File: src/rtl/sram_ctrl_pkg.sv
package sram_ctrl_pkg;

  typedef enum logic [2:0] {
    ST_IDLE   = 3'd0,
    ST_READ   = 3'd1,
    ST_TURN   = 3'd2,
    ST_WPULSE = 3'd3,
    ST_WREC   = 3'd4
  } seq_state_e;

  // ceiling of ns over the clock period
  function automatic int ns_to_cyc(input int ns, input int period);
    return (ns + period - 1) / period;
  endfunction

  function automatic int max2(input int a, input int b);
    return (a > b) ? a : b;
  endfunction

  function automatic int rd_cycles(input int period, input int t_rc,
                                   input int t_aa, input int t_oe);
    return max2(1, max2(ns_to_cyc(t_rc, period),
                        max2(ns_to_cyc(t_aa, period), ns_to_cyc(t_oe, period))));
  endfunction

  function automatic int ta_cycles(input int period, input int t_ohz);
    return max2(1, ns_to_cyc(t_ohz, period));
  endfunction

  function automatic int wp_cycles(input int period, input int t_wp, input int t_cw,
                                   input int t_aw, input int t_dw, input int t_wc,
                                   input int ta);
    int base;
    base = max2(max2(ns_to_cyc(t_wp, period), ns_to_cyc(t_cw, period)),
                max2(ns_to_cyc(t_aw, period), ns_to_cyc(t_dw, period)));
    return max2(1, max2(base, ns_to_cyc(t_wc, period) - ta));
  endfunction

endpackage

File: src/rtl/sram_cycle_timer.sv
module sram_cycle_timer #(
  parameter int CNT_W = 3
) (
  input  logic             clk,
  input  logic             rst_n,
  input  logic             load,
  input  logic [CNT_W-1:0] load_val,
  output logic             zero
);
  logic [CNT_W-1:0] cnt;

  always_ff @(posedge clk or negedge rst_n) begin
    if (!rst_n)          cnt <= '0;
    else if (load)       cnt <= load_val;
    else if (cnt != '0)  cnt <= cnt - CNT_W'(1);
  end

  assign zero = (cnt == '0);
endmodule

File: src/rtl/sram_seq_fsm.sv
module sram_seq_fsm
  import sram_ctrl_pkg::*;
#(
  parameter int CNT_W  = 3,
  parameter int RD_CYC = 2,
  parameter int TA_CYC = 1,
  parameter int WP_CYC = 1
) (
  input  logic clk,
  input  logic rst_n,
  input  logic accept,
  input  logic is_write,
  output logic ready,
  output logic cs_n,
  output logic we_n,
  output logic oe_n,
  output logic drive,
  output logic capture
);
  localparam logic [CNT_W-1:0] RD_LD = CNT_W'(RD_CYC - 1);
  localparam logic [CNT_W-1:0] TA_LD = CNT_W'(TA_CYC - 1);
  localparam logic [CNT_W-1:0] WP_LD = CNT_W'(WP_CYC - 1);

  seq_state_e       st, nxt;
  logic             ld, zero;
  logic [CNT_W-1:0] ld_val;

  sram_cycle_timer #(.CNT_W(CNT_W)) u_timer (
    .clk(clk), .rst_n(rst_n), .load(ld), .load_val(ld_val), .zero(zero)
  );

  always_comb begin
    nxt     = st;
    ld      = 1'b0;
    ld_val  = '0;
    capture = 1'b0;
    case (st)
      ST_IDLE: if (accept) begin
        ld = 1'b1;
        if (is_write) begin nxt = ST_TURN; ld_val = TA_LD; end
        else          begin nxt = ST_READ; ld_val = RD_LD; end
      end
      ST_READ: if (zero) begin nxt = ST_IDLE; capture = 1'b1; end
      ST_TURN: if (zero) begin nxt = ST_WPULSE; ld = 1'b1; ld_val = WP_LD; end
      ST_WPULSE: if (zero) nxt = ST_WREC;
      ST_WREC: nxt = ST_IDLE;
      default: nxt = ST_IDLE;
    endcase
  end

  always_ff @(posedge clk or negedge rst_n) begin
    if (!rst_n) st <= ST_IDLE;
    else        st <= nxt;
  end

  assign ready = (st == ST_IDLE);
  assign cs_n  = !(st == ST_READ || st == ST_TURN || st == ST_WPULSE);
  assign oe_n  = (st != ST_READ);
  assign we_n  = (st != ST_WPULSE);
  assign drive = (st == ST_WPULSE);

  AST_WE_INSIDE_CS: assert property (@(posedge clk) disable iff (!rst_n)
    !we_n |-> !cs_n);
  AST_OE_OFF_IN_WRITE: assert property (@(posedge clk) disable iff (!rst_n)
    !we_n |-> oe_n);
  AST_BUSY_AFTER_ACCEPT: assert property (@(posedge clk) disable iff (!rst_n)
    accept |=> !ready);
endmodule

File: src/rtl/sram_data_path.sv
module sram_data_path #(
  parameter int ADDR_W = 18,
  parameter int DATA_W = 4
) (
  input  logic              clk,
  input  logic              rst_n,
  input  logic              accept,
  input  logic              ready,
  input  logic [ADDR_W-1:0] host_addr,
  input  logic [DATA_W-1:0] host_wdata,
  input  logic              host_we,
  input  logic              drive,
  input  logic              capture,
  input  logic              we_n,
  input  logic [DATA_W-1:0] sram_dq_i,
  output logic              is_write,
  output logic [ADDR_W-1:0] sram_addr,
  output logic [DATA_W-1:0] sram_dq_o,
  output logic              sram_dq_oe,
  output logic [DATA_W-1:0] host_rdata,
  output logic              host_rvalid
);
  logic [ADDR_W-1:0] addr_q;
  logic [DATA_W-1:0] wdata_q, rdata_q;
  logic              we_q, rvalid_q;

  always_ff @(posedge clk or negedge rst_n) begin
    if (!rst_n) begin
      addr_q  <= '0;
      wdata_q <= '0;
      we_q    <= 1'b0;
    end else if (accept) begin
      addr_q  <= host_addr;
      wdata_q <= host_wdata;
      we_q    <= host_we;
    end
  end

  always_ff @(posedge clk or negedge rst_n) begin
    if (!rst_n) begin
      rdata_q  <= '0;
      rvalid_q <= 1'b0;
    end else begin
      rvalid_q <= capture;
      if (capture) rdata_q <= sram_dq_i;
    end
  end

  assign is_write    = host_we;
  assign sram_addr   = addr_q;
  assign sram_dq_o   = wdata_q;
  assign sram_dq_oe  = drive;
  assign host_rdata  = rdata_q;
  assign host_rvalid = rvalid_q;

  AST_ADDR_HOLD: assert property (@(posedge clk) disable iff (!rst_n)
    (!ready && $past(!ready)) |-> $stable(sram_addr));
  AST_WDATA_HOLD: assert property (@(posedge clk) disable iff (!rst_n)
    (!we_n && $past(!we_n)) |-> $stable(sram_dq_o));
  AST_DRIVE_IN_PULSE: assert property (@(posedge clk) disable iff (!rst_n)
    !we_n |-> sram_dq_oe);
  AST_RVALID_ONE: assert property (@(posedge clk) disable iff (!rst_n)
    host_rvalid |=> !host_rvalid);
  AST_WRITE_REG_USED: assert property (@(posedge clk) disable iff (!rst_n)
    (!we_n) |-> we_q);
endmodule

File: src/rtl/sram_async_ctrl.sv
module sram_async_ctrl
  import sram_ctrl_pkg::*;
#(
  parameter int ADDR_W        = 18,
  parameter int DATA_W        = 4,
  parameter int CLK_PERIOD_NS = 10,
  parameter int T_RC_NS       = 12,
  parameter int T_AA_NS       = 12,
  parameter int T_OE_NS       = 6,
  parameter int T_OHZ_NS      = 6,
  parameter int T_WC_NS       = 12,
  parameter int T_WP_NS       = 8,
  parameter int T_CW_NS       = 8,
  parameter int T_AW_NS       = 8,
  parameter int T_DW_NS       = 6
) (
  input  logic              clk,
  input  logic              rst_n,
  input  logic              host_req,
  input  logic              host_we,
  input  logic [ADDR_W-1:0] host_addr,
  input  logic [DATA_W-1:0] host_wdata,
  output logic              host_ready,
  output logic [DATA_W-1:0] host_rdata,
  output logic              host_rvalid,
  output logic              sram_cs_n,
  output logic              sram_we_n,
  output logic              sram_oe_n,
  output logic [ADDR_W-1:0] sram_addr,
  output logic [DATA_W-1:0] sram_dq_o,
  output logic              sram_dq_oe,
  input  logic [DATA_W-1:0] sram_dq_i
);
  localparam int RD_CYC = rd_cycles(CLK_PERIOD_NS, T_RC_NS, T_AA_NS, T_OE_NS);
  localparam int TA_CYC = ta_cycles(CLK_PERIOD_NS, T_OHZ_NS);
  localparam int WP_CYC = wp_cycles(CLK_PERIOD_NS, T_WP_NS, T_CW_NS, T_AW_NS,
                                    T_DW_NS, T_WC_NS, TA_CYC);
  localparam int CNT_W  = $clog2(max2(RD_CYC, max2(TA_CYC, WP_CYC)) + 1);
  localparam int RUN_W  = $clog2(TA_CYC + 2);

  logic accept, is_write, drive, capture;

  assign accept = host_req && host_ready;

  sram_seq_fsm #(
    .CNT_W(CNT_W), .RD_CYC(RD_CYC), .TA_CYC(TA_CYC), .WP_CYC(WP_CYC)
  ) u_fsm (
    .clk(clk), .rst_n(rst_n), .accept(accept), .is_write(is_write),
    .ready(host_ready), .cs_n(sram_cs_n), .we_n(sram_we_n), .oe_n(sram_oe_n),
    .drive(drive), .capture(capture)
  );

  sram_data_path #(.ADDR_W(ADDR_W), .DATA_W(DATA_W)) u_dp (
    .clk(clk), .rst_n(rst_n), .accept(accept), .ready(host_ready),
    .host_addr(host_addr), .host_wdata(host_wdata), .host_we(host_we),
    .drive(drive), .capture(capture), .we_n(sram_we_n), .sram_dq_i(sram_dq_i),
    .is_write(is_write), .sram_addr(sram_addr), .sram_dq_o(sram_dq_o),
    .sram_dq_oe(sram_dq_oe), .host_rdata(host_rdata), .host_rvalid(host_rvalid)
  );

  // cycles that output enable has been high, saturating; watches the turnaround
  logic [RUN_W-1:0] oe_hi_run;
  always_ff @(posedge clk or negedge rst_n) begin
    if (!rst_n)                             oe_hi_run <= '0;
    else if (!sram_oe_n)                    oe_hi_run <= '0;
    else if (oe_hi_run != RUN_W'(TA_CYC + 1)) oe_hi_run <= oe_hi_run + RUN_W'(1);
  end

  AST_NO_DRIVE_WITH_OE: assert property (@(posedge clk) disable iff (!rst_n)
    sram_dq_oe |-> sram_oe_n);
  AST_TURN_GAP: assert property (@(posedge clk) disable iff (!rst_n)
    $rose(sram_dq_oe) |-> (oe_hi_run >= RUN_W'(TA_CYC)));
  AST_IDLE_PINS: assert property (@(posedge clk) disable iff (!rst_n)
    host_ready |-> (sram_cs_n && sram_we_n && sram_oe_n && !sram_dq_oe));
endmodule

File: config.mk
export PLATFORM = sky130hd
export DESIGN_NAME = sram_async_ctrl
export DESIGN_NICKNAME = d
export VERILOG_FILES = /design/src/rtl/sram_ctrl_pkg.sv /design/src/rtl/sram_cycle_timer.sv /design/src/rtl/sram_seq_fsm.sv /design/src/rtl/sram_data_path.sv /design/src/rtl/sram_async_ctrl.sv
export SDC_FILE = /design/constraint.sdc
export NUM_CORES = 1
export LEC_CHECK = 0
export ABC_AREA = 1
export BUFFER_PORTS_ARGS = -buffer_cell sky130_fd_sc_hd__buf_2
export CAP_MARGIN = 10
export CORE_MARGIN = 1.5
export CORE_UTILIZATION = 41
export DETAILED_ROUTE_END_ITERATION = 10
export PLACE_DENSITY = 0.79
export SETUP_SLACK_MARGIN = 0.05
export SYNTH_ARGS = -nofsm -noshare
export SYNTH_HDL_FRONTEND = slang
export SYNTH_HIERARCHICAL = 1
export SYNTH_SLANG_ARGS = --single-unit
export TNS_END_PERCENT = 5
File: constraint.sdc
create_clock -name clk -period 1.74 [get_ports clk]
set_clock_uncertainty 0.2 [all_clocks]
set_input_delay 0.261 -clock clk [delete_from_list [all_inputs] [get_ports clk]]
set_output_delay 0.261 -clock clk [all_outputs]
set_load 0.05 [all_outputs]
After elaboration in Yosys (flattened, before gate mapping):

Index checks and enable logic that the tools add are counted.

* input bits: 30
* output and inout port bits: 32
* register bits after elaboration: 32
* logic and storage cells: 40

* equality and inequality tests: 9
* reduce and logical (&&, ||, !) cells: 9
* $add $sub $neg: 1
* muxes and demuxes: 15

Operators by type and width (number)
* 2-to-1 mux 3 bit: 4
* one-hot mux 3 bit (4 select lines): 1
* 2-to-1 mux 2 bit: 5
* equality test 3 x 2 -> 1 bit, second input constant: 2
* 2-to-1 mux 1 bit: 4
* != test 2 x 1 -> 1 bit, second input constant: 2
* != test 2 bit, second input constant: 2
* AND reduction 4 bit: 1
* nonzero test 2 bit: 2
* equality test 3 x 1 -> 1 bit, second input constant: 1
* zero test 3 bit: 1
* != test 3 x 1 -> 1 bit, second input constant: 1
* != test 3 x 2 -> 1 bit, second input constant: 1
* zero test 2 bit: 1
* logical OR 1 bit: 2
* one-hot mux 1 bit (2 select lines): 1
* subtractor 2 x 1 -> 2 bit, second input constant: 1
* logical AND 1 bit: 1
* zero test 1 bit: 1

Longest topological paths before layout:

* depth after elaboration: 5
* gate-level depth with buffers: 12
* gate-level depth less buffers: 12

Modules after synthesis:

The synthesis kept the hierarchy.

By module, submodules not included
* sram_data_path: area an instance 1028.5 um^2, seq. area each 675.6 um^2, cells an instance 113, times used 1
* sram_seq_fsm: area an instance 247.7 um^2, seq. area each 75.1 um^2, cells an instance 39, times used 1
* sram_cycle_timer: area an instance 120.1 um^2, seq. area each 50.0 um^2, cells an instance 17, times used 1
* sram_async_ctrl: area an instance 7.5 um^2, seq. area each 0.0 um^2, cells an instance 2, times used 1

Least setup slack after synthesis:

OpenSTA, ideal clock, no wires.

* path type: register to register
* start point: register u_fsm.st[0]
* end point: register u_fsm.u_timer.cnt[1]
* data required time: 1.475 ns
* stages on the path, launching flop included: 12
* path slack: -0.371 ns
* arrival: 1.846 ns
* period minus slack after synthesis: 2.111 ns
* path buffers: 0
* library setup time: 0.065 ns
* cells stage by stage: dfrtp_1 > nor2_1 > nand2_1 > inv_1 > nand2_1 > inv_1 > inv_1 > o22ai_1 > inv_1 > nand2_1 > nand2_1 > nand2_1

* word-level cells in the longest chain between the ends: 5
* elaborated cells on any way between the ends: 8
* classes of those cells: eq/ne: 1; mux: 4; reduce/logical: 3

Ends and longest elaborated chain
* start, declared: line sram_seq_fsm.sv:24 `seq_state_e st, nxt;`
* start signal, assigned: line sram_seq_fsm.sv:53 `else st <= nxt;`
* zero test 3 bit *: line sram_seq_fsm.sv:56 `assign ready = (st == ST_IDLE);`
* net host_ready: line sram_async_ctrl.sv:23 `output logic host_ready,`
* logical AND 1 bit *: line sram_async_ctrl.sv:43 `assign accept = host_req && host_ready;`
* net accept: line sram_async_ctrl.sv:41 `logic accept, is_write, drive, capture;`
* 2-to-1 mux 1 bit *: line sram_seq_fsm.sv:38 `ST_IDLE: if (accept) begin`
* one-hot mux 1 bit (2 select lines) *: line sram_seq_fsm.sv:37 `case (st)`
* net u_fsm.ld: line sram_seq_fsm.sv:25 `logic ld, zero;`
* 2-to-1 mux 2 bit / nonzero test 2 bit (equally long branches)
* end signal, assigned: line sram_cycle_timer.sv:14 `else if (load) cnt <= load_val;`
* end signal, assigned: line sram_cycle_timer.sv:15 `else if (cnt != '0) cnt <= cnt - CNT_W'(1);`
* end, declared: line sram_cycle_timer.sv:10 `logic [CNT_W-1:0] cnt;`

Mark *: on every way through the listed nets, which the timed path passes. The rest lies on a longest branch.
A chain may end at the register's enable or synchronous reset.

Worst setup path after layout:

* start point: register u_fsm.st[1]
* end point: output port sram_cs_n

* word-level cells in the longest chain between the ends: 4
* elaborated cells on any way between the ends: 6
* classes of those cells: eq/ne: 3; reduce/logical: 3

Ends and longest elaborated chain
* equality test 3 x 1 -> 1 bit / equality test 3 x 2 -> 1 bit (equally long branches): line sram_seq_fsm.sv:57 `assign cs_n = !(st == ST_READ || st == ST_TURN || st == ST_WPULSE);`
* logical OR 1 bit: line sram_seq_fsm.sv:57
* logical OR 1 bit *: line sram_seq_fsm.sv:57
* zero test 1 bit *: line sram_seq_fsm.sv:57
* end, declared: line sram_async_ctrl.sv:26 `output logic sram_cs_n,`

Mark *: on every way between the ends. The rest lies on a longest branch, timed or not.

==> key figures <==
Synthesis
  – Synth area leaders: dfrtp_1, nand2_1, inv_1, nand3_1, buf_4
  – Synthesized area: 1400 um^2
  – Ys flop type: dfrtp_1
  – Share of the synthesized area in the top cell type: 0.570
  – Netlist cell types: 18
  – Post-synth EDFFs: 0
  – Post-synth ARST share: 1.00
  – Net Count, Synth: 202
  – Synth Instances: 171
  – Post-synth top area cell: dfrtp_1
  – Synthesis-stage register bit count: 32
  – Syn. warnings: 6
  – Mean post-synth cell area: 8.21 um^2
  – Register area share after synthesis: 0.570

Clock tree
  – Worst-Skew Late Latency: 0.32 ns
  – CTS Buf Count: 5
  – Worst-path clk slew: 0.08 ns
  – TritonCTS clock tree: yes
  – Number of H-tree levels: 2
  – Clk sinks: 32
  – Worst-case clock buffer depth: 2
  – Clock root buffer: clkbuf_4

Global routing
  – Initial antenna violation count: 0
  – Gr ovfl total: 0
  – Global Route Usage Sum: 0.193
  – Vias in the first global route: 1238
  – First-pass GRT wire length: 5150 um
  – Largest net degree at the start of global routing: 33

Floorplan
  – Initial core utilization: 0.424
  – Core Region: 3310 um^2
  – Std cell rows: 21
  – Die Y: 61.5 um
  – Io pins: 62
  – Die W: 61.5 um
  – Die area: 3780 um^2

Drt
  – DR WL/cell: 11.3 um
  – DRC viols: 0
  – DRT iter0 DRCs: 37
  – Drt via density: 4.43
  – Total number of vias: 1403
  – DRT Wirelength: 3590 um
  – Antenna-violating nets left: 0
  – Drt pass-1 iters: 4

Worst setup path
  – R2R Path End: u_fsm/u_timer/cnt[1]$_DFFE_PN0P_
  – CP cell instances: inv_2, buf_6, nand3_4, nand2_4, nor2_4, buf_6
  – Worst R2R Path Depth: 11
  – Startpoint Class: flip-flop
  – CP Class: flip-flop to output port
  – Max Fanout on Critical Path: 5
  – Stages on the worst setup path: 6
  – Setup crit end kind: output port
  – R2R Setup Slk: 0.03 ns
  – Worst EP required: 1.28 ns
  – Crit path top cell by count: buf_6
  – Setup crit end: sram_cs_n
  – Worst path max stage delay: 0.46 ns
  – Buf/Inv on CP: 3
  – Crit path max-delay family: flip-flops
  – Critical-path top delay cell: dfrtp_1
  – Critical path origin: u_fsm/st[1]$_DFFE_PN0P_
  – RR Startpoint: u_fsm/st[0]$_DFFE_PN0P_
  – CP arrival: 1.35 ns

STA
  – Final period utilization: 1.04
  – Final setup vio count: 4
  – RSZ-0062 raised after global routing: true
  – Slew Viols, Final: 0
  – Worst Hold Slack: 0.0738 ns
  – Final WS setup: -0.0754 ns
  – Maximum clock rate: 551 MHz
  – Final Hold Vio Count: 0
  – Fin crit period: 1.82 ns

Placement
  – Port bufs: 61
  – DP Worst Slack: 0.0509 ns
  – Cell count after placement: 276
  – Post-DP HPWL: 2130 um
  – GP Congestion: 0.820

Cells and area
  – Nets: 302
  – Share of cells above drive strength 1: 0.369
  – Final core occ: 0.667
  – Count of non-filler cells in the finished layout: 317
  – Antenna cell count: 0
  – Area Growth Syn to Fin: 57.3%

Flow run
  – Maxcap violations: 0

Worst hold path
  – Worst Hold Class: primary input to flip-flop
  – Worst Min Path Start: host_we

Outcome
  – Failing checks: setup timing
  – Outcome: finished with violations
==> what timing repair did <==
| action | CTS | global route |
|---|---|---|
| setup endpoints to repair | 7 | 33 |
| buffers inserted | 5 | 2 |
| cloned | 0 | 0 |
| endpoints found under the hold margin | 58 | 0 |
| hold buffers | 27 | 0 |
| pin swaps | 2 | 3 |
| resized for setup | 11 | 9 |
==> stage by stage <==
stage	cell area [um^2]	setup TNS [ns]
after floorplan	1430	-0.273
after global placement	1780	0
after detailed placement	1780	0
after CTS	2170	-0.0878
after global routing	2210	-0.806
final	2210	-0.103
==> flip-flops by register name, indices dropped and copies added (netlist names) <==
| signal | flops |
|---|---|
| u_fsm/st | 3 |
| u_dp/host_rdata | 4 |
| u_dp/host_rvalid | 1 |
| u_dp/sram_dq_o | 4 |
| u_fsm/u_timer/cnt | 2 |
| u_dp/sram_addr | 18 |
==> final cells by class <==
| type | count | area [um^2] |
|---|---|---|
| Clock buffer | 6 | 41.3 |
| Clock inverter | 1 | 5.00 |
| Fill cell | 287 | 1100 |
| Inverter | 15 | 60.1 |
| Multi-Input combinational cell | 118 | 543 |
| Sequential cell | 32 | 803 |
| Tap cell | 46 | 57.6 |
| Timing Repair Buffer | 99 | 698 |
==> worst reg2reg max path, stage by stage, from the launching register on <==
cell        delay [ns]
dfrtp_2           0.48
nor2_4            0.13
nand2_2           0.11
clkinvlp_4        0.10
nand2_1           0.06
inv_2             0.07
inv_2             0.06
o22ai_4           0.19
inv_2             0.07
nand2_1           0.09
nand2_1           0.06
nand2_1           0.05
==> synthesized netlist by cell type (2+ instances only) <==
| master | number |
|---|---|
| nand2_1 | 93 |
| dfrtp_1 | 32 |
| inv_1 | 13 |
| nand3_1 | 6 |
| nor2_1 | 5 |
| buf_4 | 4 |
| nand2_2 | 4 |
| buf_6 | 2 |
| inv_2 | 2 |
| o21ai_0 | 2 |
==> kinds of logic after synthesis <==
| group | Yosys count | synth area share |
|---|---|---|
| simple gates | 112 | 0.325 |
| compound gates | 4 | 0.0152 |
| fa+ha+maj | 1 | 0.00891 |
| other cells | 1 | 0.00267 |
| buf+inv | 21 | 0.0775 |
| flops | 32 | 0.570 |
==> per-layer routing <==
layer / share of wire / vias to the layer above / global-route usage
met1: 0.40 / 639 / 0.201
met5: 0 / - / 0
met4: 0.0078 / 0 / 0.0456
met2: 0.54 / 47 / 0.358
li1: - / 712 / -
met3: 0.047 / 5 / 0.0798
==> placed cells by master, fill, tap and decap left out, types with 2 or more instances in the layout <==
master	netlist	final
buf_2	0	56
buf_4	4	11
buf_6	2	4
clkbuf_4	0	5
dfrtp_1	32	30
dfrtp_2	0	2
dlygate4sd3_1	0	27
inv_1	13	7
inv_2	2	7
nand2_1	93	90
nand2_2	4	6
nand3_1	6	6
nor2_1	5	3
nor2_4	1	3
o21ai_1	0	2
==> how the worst min path moves through the flow <==
stage                                     end  slack [ns]  cells past startpoint
4_1_cts               u_fsm/st[0]$_DFFE_PN0P_        0.06                      4
2_1_floorplan  u_dp/host_rdata[0]$_DFFE_PN0P_       -0.23                      0
3_3_place_gp   u_dp/host_rdata[2]$_DFFE_PN0P_        0.03                      2
6_report              u_fsm/st[0]$_DFFE_PN0P_        0.07                      4
5_1_grt               u_fsm/st[0]$_DFFE_PN0P_        0.07                      4
3_5_place_dp   u_dp/host_rdata[2]$_DFFE_PN0P_        0.03                      2
Power is left out: the tool's default activity adds up to more than one toggle a clock period on the data nets, which glitch-free logic cannot reach.
